===== config.mk =====
export PLATFORM = sky130hd
export DESIGN_NAME = pulse_bit_codec
export DESIGN_NICKNAME = d
export VERILOG_FILES = /design/src/rtl/pbc_pkg.sv /design/src/rtl/pbc_datapath.sv /design/src/rtl/pbc_ctrl.sv /design/src/rtl/pulse_bit_codec.sv
export SDC_FILE = /design/constraint.sdc
export NUM_CORES = 1
export LEC_CHECK = 0
export ABC_AREA = 1
export BUFFER_PORTS_ARGS = -buffer_cell sky130_fd_sc_hd__buf_2
export CAP_MARGIN = 20
export CORE_ASPECT_RATIO = 1.4
export CORE_MARGIN = 2
export CORE_UTILIZATION = 60
export DETAILED_ROUTE_END_ITERATION = 10
export GPL_TIMING_DRIVEN = 0
export PLACE_DENSITY = 0.75
export SLEW_MARGIN = 20
export SYNTH_ARGS = -nofsm -noshare
export SYNTH_HDL_FRONTEND = slang
export SYNTH_HIERARCHICAL = 1
export SYNTH_SLANG_ARGS = --single-unit

===== constraint.sdc =====
create_clock -name clk -period 6.35 [get_ports clk]
set_input_delay 0 -clock clk [delete_from_list [all_inputs] [get_ports clk]]
set_output_delay 0 -clock clk [all_outputs]
set_load 0.005 [all_outputs]

===== src/rtl/pbc_pkg.sv =====
package pbc_pkg;

  // Transmit states double as timer segment selectors.
  typedef enum logic [2:0] {
    SEG_IDLE = 3'd0,
    SEG_MARK = 3'd1,
    SEG_GAP  = 3'd2,
    SEG_LEAD = 3'd3,
    SEG_SYNC = 3'd4,
    SEG_DATA = 3'd5
  } seg_e;

  // Strobes from control to datapath.
  typedef struct packed {
    logic tmrLoad;
    seg_e tmrSeg;
    logic drive;
    logic measClr;
  } ctrl_strobe_t;

  // Status from datapath to control.
  typedef struct packed {
    logic tmrZero;
    logic lineFall;
    logic lineRise;
  } dp_status_t;

  function automatic int winLo(input int nom);
    return nom - nom / 4;
  endfunction

  function automatic int winHi(input int nom);
    return nom + nom / 4;
  endfunction

endpackage


===== src/rtl/pbc_datapath.sv =====
module pbc_datapath
  import pbc_pkg::*;
#(
  parameter int CLK_PER_US = 8,
  parameter int MARK_US    = 169,
  parameter int GAP_US     = 20,
  parameter int LEAD_US    = 6,
  parameter int SYNC_US    = 19,
  parameter int DATA_US    = 13,
  parameter int TMR_W      = 11,
  parameter int WIDTH_W    = 11,
  parameter int WIDTH_MAX  = 1000
) (
  input  logic               clk,
  input  logic               rstN,
  input  ctrl_strobe_t       ctl,
  input  logic               rxLine,
  output logic               txDrive,
  output dp_status_t         stat,
  output logic [WIDTH_W-1:0] pulseWidth
);

  localparam logic [WIDTH_W-1:0] WIDTH_CAP = WIDTH_W'(WIDTH_MAX);

  // Segment length minus one, in cycles.
  function automatic logic [TMR_W-1:0] segLast(input seg_e s);
    case (s)
      SEG_MARK: return TMR_W'(MARK_US * CLK_PER_US - 1);
      SEG_GAP:  return TMR_W'(GAP_US  * CLK_PER_US - 1);
      SEG_LEAD: return TMR_W'(LEAD_US * CLK_PER_US - 1);
      SEG_SYNC: return TMR_W'(SYNC_US * CLK_PER_US - 1);
      SEG_DATA: return TMR_W'(DATA_US * CLK_PER_US - 1);
      default:  return '0;
    endcase
  endfunction

  logic [TMR_W-1:0] tmrCnt;

  always_ff @(posedge clk or negedge rstN) begin
    if (!rstN) begin
      tmrCnt <= '0;
    end else if (ctl.tmrLoad) begin
      tmrCnt <= segLast(ctl.tmrSeg);
    end else if (tmrCnt != '0) begin
      tmrCnt <= tmrCnt - 1'b1;
    end
  end

  assign txDrive = ctl.drive;

  // Line synchronizer and edge detection; recessive reset level.
  logic syncA, syncB, lvlPrev;

  always_ff @(posedge clk or negedge rstN) begin
    if (!rstN) begin
      syncA   <= 1'b1;
      syncB   <= 1'b1;
      lvlPrev <= 1'b1;
    end else begin
      syncA   <= rxLine;
      syncB   <= syncA;
      lvlPrev <= syncB;
    end
  end

  // Saturating dominant-pulse width counter.
  logic [WIDTH_W-1:0] widthCnt;

  always_ff @(posedge clk or negedge rstN) begin
    if (!rstN) begin
      widthCnt <= '0;
    end else if (ctl.measClr) begin
      widthCnt <= WIDTH_W'(1);
    end else if (!syncB && widthCnt != WIDTH_CAP) begin
      widthCnt <= widthCnt + 1'b1;
    end
  end

  assign pulseWidth    = widthCnt;
  assign stat.tmrZero  = (tmrCnt == '0);
  assign stat.lineFall = lvlPrev & ~syncB;
  assign stat.lineRise = ~lvlPrev & syncB;

endmodule


===== src/rtl/pbc_ctrl.sv =====
module pbc_ctrl
  import pbc_pkg::*;
#(
  parameter int CLK_PER_US = 8,
  parameter int MARK_US    = 169,
  parameter int SYNC_US    = 19,
  parameter int DATA_US    = 13,
  parameter int WIDTH_W    = 11
) (
  input  logic               clk,
  input  logic               rstN,
  input  logic               txReq,
  input  logic               txStart,
  input  logic               txBit,
  input  dp_status_t         stat,
  input  logic [WIDTH_W-1:0] pulseWidth,
  output ctrl_strobe_t       ctl,
  output logic               txReady,
  output logic               txDone,
  output logic               rxBitValid,
  output logic               rxBit,
  output logic               rxStart,
  output logic               rxErr
);

  localparam int ZERO_NOM  = (SYNC_US + DATA_US) * CLK_PER_US;
  localparam int ONE_NOM   = SYNC_US * CLK_PER_US;
  localparam int START_NOM = MARK_US * CLK_PER_US;

  localparam logic [WIDTH_W-1:0] ZERO_LO  = WIDTH_W'(winLo(ZERO_NOM));
  localparam logic [WIDTH_W-1:0] ZERO_HI  = WIDTH_W'(winHi(ZERO_NOM));
  localparam logic [WIDTH_W-1:0] ONE_LO   = WIDTH_W'(winLo(ONE_NOM));
  localparam logic [WIDTH_W-1:0] ONE_HI   = WIDTH_W'(winHi(ONE_NOM));
  localparam logic [WIDTH_W-1:0] START_LO = WIDTH_W'(winLo(START_NOM));
  localparam logic [WIDTH_W-1:0] START_HI = WIDTH_W'(winHi(START_NOM));

  // ---------------- transmit sequencer ----------------
  seg_e state, stateNxt;
  logic bitHold;
  logic doneNxt;

  always_comb begin
    stateNxt = state;
    doneNxt  = 1'b0;
    unique case (state)
      SEG_IDLE: if (txReq) stateNxt = txStart ? SEG_MARK : SEG_LEAD;
      SEG_MARK: if (stat.tmrZero) stateNxt = SEG_GAP;
      SEG_GAP:  if (stat.tmrZero) begin stateNxt = SEG_IDLE; doneNxt = 1'b1; end
      SEG_LEAD: if (stat.tmrZero) stateNxt = SEG_SYNC;
      SEG_SYNC: if (stat.tmrZero) stateNxt = SEG_DATA;
      SEG_DATA: if (stat.tmrZero) begin stateNxt = SEG_IDLE; doneNxt = 1'b1; end
      default:  stateNxt = SEG_IDLE;
    endcase
  end

  always_comb begin
    ctl.tmrLoad = (stateNxt != state) && (stateNxt != SEG_IDLE);
    ctl.tmrSeg  = stateNxt;
    ctl.drive   = (state == SEG_MARK) || (state == SEG_SYNC) ||
                  ((state == SEG_DATA) && !bitHold);
    ctl.measClr = stat.lineFall;
  end

  always_ff @(posedge clk or negedge rstN) begin
    if (!rstN) begin
      state   <= SEG_IDLE;
      bitHold <= 1'b0;
      txDone  <= 1'b0;
    end else begin
      state  <= stateNxt;
      txDone <= doneNxt;
      if (state == SEG_IDLE && txReq) bitHold <= txBit;
    end
  end

  assign txReady = (state == SEG_IDLE);

  // ---------------- receive classifier ----------------
  logic measuring;
  logic inZero, inOne, inStart, classify;

  always_comb begin
    inZero   = (pulseWidth >= ZERO_LO)  && (pulseWidth <= ZERO_HI);
    inOne    = (pulseWidth >= ONE_LO)   && (pulseWidth <= ONE_HI);
    inStart  = (pulseWidth >= START_LO) && (pulseWidth <= START_HI);
    classify = stat.lineRise && measuring;
  end

  always_ff @(posedge clk or negedge rstN) begin
    if (!rstN) begin
      measuring  <= 1'b0;
      rxBitValid <= 1'b0;
      rxBit      <= 1'b0;
      rxStart    <= 1'b0;
      rxErr      <= 1'b0;
    end else begin
      if (stat.lineFall)      measuring <= 1'b1;
      else if (stat.lineRise) measuring <= 1'b0;
      rxBitValid <= classify && (inZero || inOne);
      rxStart    <= classify && inStart;
      rxErr      <= classify && !(inZero || inOne || inStart);
      if (classify && (inZero || inOne)) rxBit <= inOne;
    end
  end

endmodule


===== src/rtl/pulse_bit_codec.sv =====
module pulse_bit_codec
  import pbc_pkg::*;
#(
  parameter int CLK_PER_US = 8,
  parameter int MARK_US    = 169,
  parameter int GAP_US     = 20,
  parameter int LEAD_US    = 6,
  parameter int SYNC_US    = 19,
  parameter int DATA_US    = 13
) (
  input  logic clk,
  input  logic rstN,
  input  logic txReq,
  input  logic txStart,
  input  logic txBit,
  output logic txReady,
  output logic txDone,
  output logic txDrive,
  input  logic rxLine,
  output logic rxBitValid,
  output logic rxBit,
  output logic rxStart,
  output logic rxErr
);

  localparam int TMR_W     = $clog2(MARK_US * CLK_PER_US + 1);
  localparam int WIDTH_MAX = winHi(MARK_US * CLK_PER_US) + 1;
  localparam int WIDTH_W   = $clog2(WIDTH_MAX + 1);

  ctrl_strobe_t       ctl;
  dp_status_t         stat;
  logic [WIDTH_W-1:0] pulseWidth;

  pbc_ctrl #(
    .CLK_PER_US (CLK_PER_US),
    .MARK_US    (MARK_US),
    .SYNC_US    (SYNC_US),
    .DATA_US    (DATA_US),
    .WIDTH_W    (WIDTH_W)
  ) u_ctrl (
    .clk        (clk),
    .rstN       (rstN),
    .txReq      (txReq),
    .txStart    (txStart),
    .txBit      (txBit),
    .stat       (stat),
    .pulseWidth (pulseWidth),
    .ctl        (ctl),
    .txReady    (txReady),
    .txDone     (txDone),
    .rxBitValid (rxBitValid),
    .rxBit      (rxBit),
    .rxStart    (rxStart),
    .rxErr      (rxErr)
  );

  pbc_datapath #(
    .CLK_PER_US (CLK_PER_US),
    .MARK_US    (MARK_US),
    .GAP_US     (GAP_US),
    .LEAD_US    (LEAD_US),
    .SYNC_US    (SYNC_US),
    .DATA_US    (DATA_US),
    .TMR_W      (TMR_W),
    .WIDTH_W    (WIDTH_W),
    .WIDTH_MAX  (WIDTH_MAX)
  ) u_dp (
    .clk        (clk),
    .rstN       (rstN),
    .ctl        (ctl),
    .rxLine     (rxLine),
    .txDrive    (txDrive),
    .stat       (stat),
    .pulseWidth (pulseWidth)
  );

endmodule


==> results.py <==
metrics = {
    "floorplan": {
        "die_area_um2": 4260,
        "row_count": 26,
        "initial_utilization_pct": 62.3,
        "core_footprint_um2": 3610,
        "fp.dieH_um": 76.5,
        "die_x_um": 55.8,
        "boundaryPins": 13,
    },
    "global_routing": {
        "antenna_found_initial": 0,
        "met3_usage_pct": 4.07,
        "grt_util_met1_pct": 27.2,
        "global_route_wire_length_before_repair_um": 8510,
        "grt_overflow": 0,
        "grt-busiest-layer": "met2",
        "grt.met2_usage_pct": 45.7,
        "gr-usage-all-layers_pct": 24.8,
        "first_global_vias": 2044,
        "maximum_number_of_pins_on_one_net_before_global_route_repair": 36,
    },
    "critical_path": {
        "crit_path_top_delay_cell": "dfrtp_1",
        "start_kind": "flop",
        "timing_worst_setup_path_type": "reg -> reg",
        "worstPathCellList": "inv_1 -> ha_1 -> nand3_2 -> nor2_4 -> nand2_2 -> inv_1 -> inv_2 -> o21ai_0 -> nand3_1 -> nand2_2 -> nand2_1 -> nand2_1 -> nor2_1 -> nor2_1 -> buf_2 -> clkinv_1 -> nand3_1 -> nand2_1 -> nand2_1 -> nand2_1",
        "r2r_end": "u_dp/tmrCnt[8]$_DFFE_PN0P_",
        "critical_path_required_ns": 6.52,
        "reg_to_reg_slack_setup_ns": 3.33,
        "worst_setup_end_kind": "flop",
        "timing.critical_path.arrival_ns": 3.20,
        "most_frequent_cell_on_the_critical_path": "nand2_1",
        "r2r_cells": 20,
        "critical_path.max_fanout": 10,
        "rr_startpoint": "u_dp/tmrCnt[0]$_DFFE_PN0P_",
        "worst_path_largest_cell_delay_ns": 0.40,
    },
    "cells_and_area": {
        "post-route-cell-area_um2": 2480,
        "area_growth_pct": 10.4,
        "antenna_diode_count": 0,
        "final-instance-count-excl-fill": 400,
        "finish.net_count": 365,
        "fraction_of_layout_cells_with_a_size_suffix_above_1_pct": 13.7,
    },
    "place": {
        "routabilityCongestion": 0.874,
        "place.detailed.instances": 388,
        "placedInstanceArea_um2": 2360,
        "place_hpwl_um": 3340,
        "place.port_buffers": 12,
        "pre_cts_ws_ns": 3.38,
    },
    "pwr": {
        "p_seq_share_pct": 54.1,
        "share_of_total_power_in_the_clock_network_pct": 34.9,
        "total_switching_power_mw": 0.123,
        "sw_frac_of_total_pct": 27.3,
        "power.leakage_nw": 1.37,
        "cellInternalPower_mw": 0.327,
        "vdd.ir_drop.worst_v": 0.000146,
        "power.total_mw": 0.450,
        "power.density_cell_area_nw_per_um2": 181,
        "combinationalPowerShare_pct": 11.0,
    },
    "sta": {
        "setup_ws_final_ns": 3.33,
        "clock.fmax_mhz": 331,
        "setup_total_negative_slack_ns": 0,
        "count_of_final_hold_check_violations": 0,
        "rsz0062_at_grt": "false",
        "measured_slew_at_the_worst_slew_check_pin_ns": 0.788,
        "drv_slew": 0,
        "final_min_period_over_clock_period_pct": 47.6,
        "max-slew-margin-rel_pct": 47.4,
        "clock_skew_ns": 0.00718,
        "finalSetupViolCount": 0,
        "final_period_minus_worst_setup_slack_ns": 3.02,
    },
    "drt": {
        "ant_nets": 0,
        "drt_pass1_iterations": 5,
        "via_per_inst": 5.13,
        "drt_wl_total_um": 4540,
        "route.detailed.drc": 0,
        "route.detailed.wl_per_inst_um": 11.4,
        "drt-initial-drc-count": 114,
        "routed-via-count": 2050,
    },
    "synth": {
        "ys.warnings.count": 6,
        "synth.net_count": 342,
        "asyncSetResetFlopFracSynth_pct": 100,
        "yosysSeqAreaShare_pct": 39.1,
        "ys.flop_type": "dfrtp_1",
        "synthCells": 334,
        "synth-edff-count": 0,
        "synth.lib_cells_used.distinct": 29,
        "synth.avg_cell_area_um2": 6.74,
        "yosys_register_bits": 35,
        "post_synth_instance_area_um2": 2250,
    },
    "outcome": {
        "outcome": "completed",
    },
    "clock_tree": {
        "clock_tree.buffer_depth": 2,
        "tritoncts": "done",
        "cts_resized": 0,
        "insertion_delay_ns": 0.29,
        "sinks_on_the_clock_net": 35,
        "cell_at_the_root_of_the_clock_tree": "clkbuf_8",
        "htree_num_levels": 2,
        "clk_pin_slew_worst_paths_ns": 0.07,
        "tritoncts_buffers": 5,
    },
    "worst_hold_path": {
        "worstHoldEndpoint": "u_ctrl/state[1]$_DFF_PN0_",
        "hold-path-cell-count": 4,
        "hp-start": "txStart",
        "hold_class": "in -> reg",
    },
    "flow_run": {
        "drv.max_cap_violation_count": 0,
    },
}
## layout by cell type (no fill, tap or decap), drive strengths merged
cell	instances
nand2	111
inv	54
nor2	47
dfrtp	32
nand3	32
buf	15
o21ai	14
a21oi	9
nand4	8
clkbuf	7
xor2	6
dlygate4sd3	4
clkinv	4
dfstp	3
or2	3
nor3	2
o211ai	2
ha	2
nor3b	1
o21bai	1
o31ai	1
## critical path: cells and delay by family (launching register included)
kind / cells / cell delay, ns
AOI/OAI and AO/OA: 1 / 0.16
DFF: 1 / 0.40
buffers and inverters: 5 / 0.85
adders and majority gates: 1 / 0.21
and+or+nand+nor: 13 / 1.31
## cell usage after synthesis, types with 2 or more instances
library cell  number  area share [%]
nand2_2            5             1.4
xor2_1             6             2.3
buf_4              2            0.67
nand4_1            8             2.2
or2_2              2            0.56
o21ai_1            4            0.89
o21ai_0            9             2.0
dfstp_2            3             3.5
nand3_1           31             6.9
a21oi_1            9             2.0
inv_2              6             1.0
nor2_4             3             1.5
dfrtp_1           32              36
nand2_1          106              18
o211ai_1           2            0.67
nor2_2             5             1.4
ha_1               2             1.1
nor2_1            38             6.3
inv_1             48             8.0
clkinv_1           3            0.50
nor3_1             2            0.44
## layer usage
metal / vias to the layer above / wire length, um
met4: 0 / 119
li1: 1080 / -
met2: 18 / 2410
met5: - / 0
met3: 11 / 90
met1: 941 / 1920
## through the flow
step           hold WS, ns  util (%)
5_1_grt             0.0930      68.8
6_report            0.0645      68.8
3_3_place_gp         0.104      65.5
2_1_floorplan       -0.296         -
4_1_cts             0.0529      68.8
3_5_place_dp         0.107      65.5
## kinds of logic after synthesis
kind of cell	after synthesis	share of synthesized area [%]
simple gates	204	40.5
buf+inv	60	10.4
flops	35	39.1
compound gates	27	6.61
xor+xnor	6	2.33
fa+ha+maj	2	1.11
## worst max path at each step
stage                                          start                    endpoint  slack, ns  cells after the start
after floorplan           u_dp/tmrCnt[0]$_DFFE_PN0P_  u_dp/tmrCnt[8]$_DFFE_PN0P_       3.82                     20
after global placement    u_dp/tmrCnt[0]$_DFFE_PN0P_  u_dp/tmrCnt[8]$_DFFE_PN0P_       3.43                     20
after detailed placement  u_dp/tmrCnt[0]$_DFFE_PN0P_  u_dp/tmrCnt[8]$_DFFE_PN0P_       3.38                     20
after CTS                 u_dp/tmrCnt[0]$_DFFE_PN0P_  u_dp/tmrCnt[8]$_DFFE_PN0P_       3.36                     20
after global routing      u_dp/tmrCnt[0]$_DFFE_PN0P_  u_dp/tmrCnt[8]$_DFFE_PN0P_       2.95                     20
final                     u_dp/tmrCnt[0]$_DFFE_PN0P_  u_dp/tmrCnt[8]$_DFFE_PN0P_       3.33                     20
## flip-flops by register name, summed over array words and instances, names as in the netlist
register,cells
u_ctrl/rxBitValid,1
u_ctrl/measuring,1
u_dp/tmrCnt,11
u_ctrl/rxErr,1
u_ctrl/bitHold,1
u_ctrl/txDone,1
u_dp/lvlPrev,1
u_ctrl/rxStart,1
u_dp/syncA,1
u_dp/syncB,1
u_dp/pulseWidth,11
u_ctrl/rxBit,1
u_ctrl/state,3
## area by class of cell
class                           instances  area (um2)
Buffer                                  3        20.0
Tap cell                               42        52.6
Multi-Input combinational cell        239        1140
Fill cell                             332        1130
Clock inverter                          1        5.00
Inverter                               57         214
Sequential cell                        35         880
Clock buffer                            7        76.3
Timing Repair Buffer                   16         100
## power by group through the flow
stage / Clock [mW] / Combinational, mW / Sequential (mW)
6_report: 0.157 / 0.0497 / 0.243
5_1_grt: 0.169 / 0.0588 / 0.245
4_1_cts: 0.162 / 0.0505 / 0.243
3_5_place_dp: 0 / 0.0484 / 0.247
3_3_place_gp: 0 / 0.0466 / 0.247
2_1_floorplan: 0 / 0.0344 / 0.245
## timing repair
action                                 CTS  global route
hold buffers                             4             0
endpoints found under the hold margin   34             0
setup buffers                            0             0
Note: power is estimated with default switching activity, not from simulation.
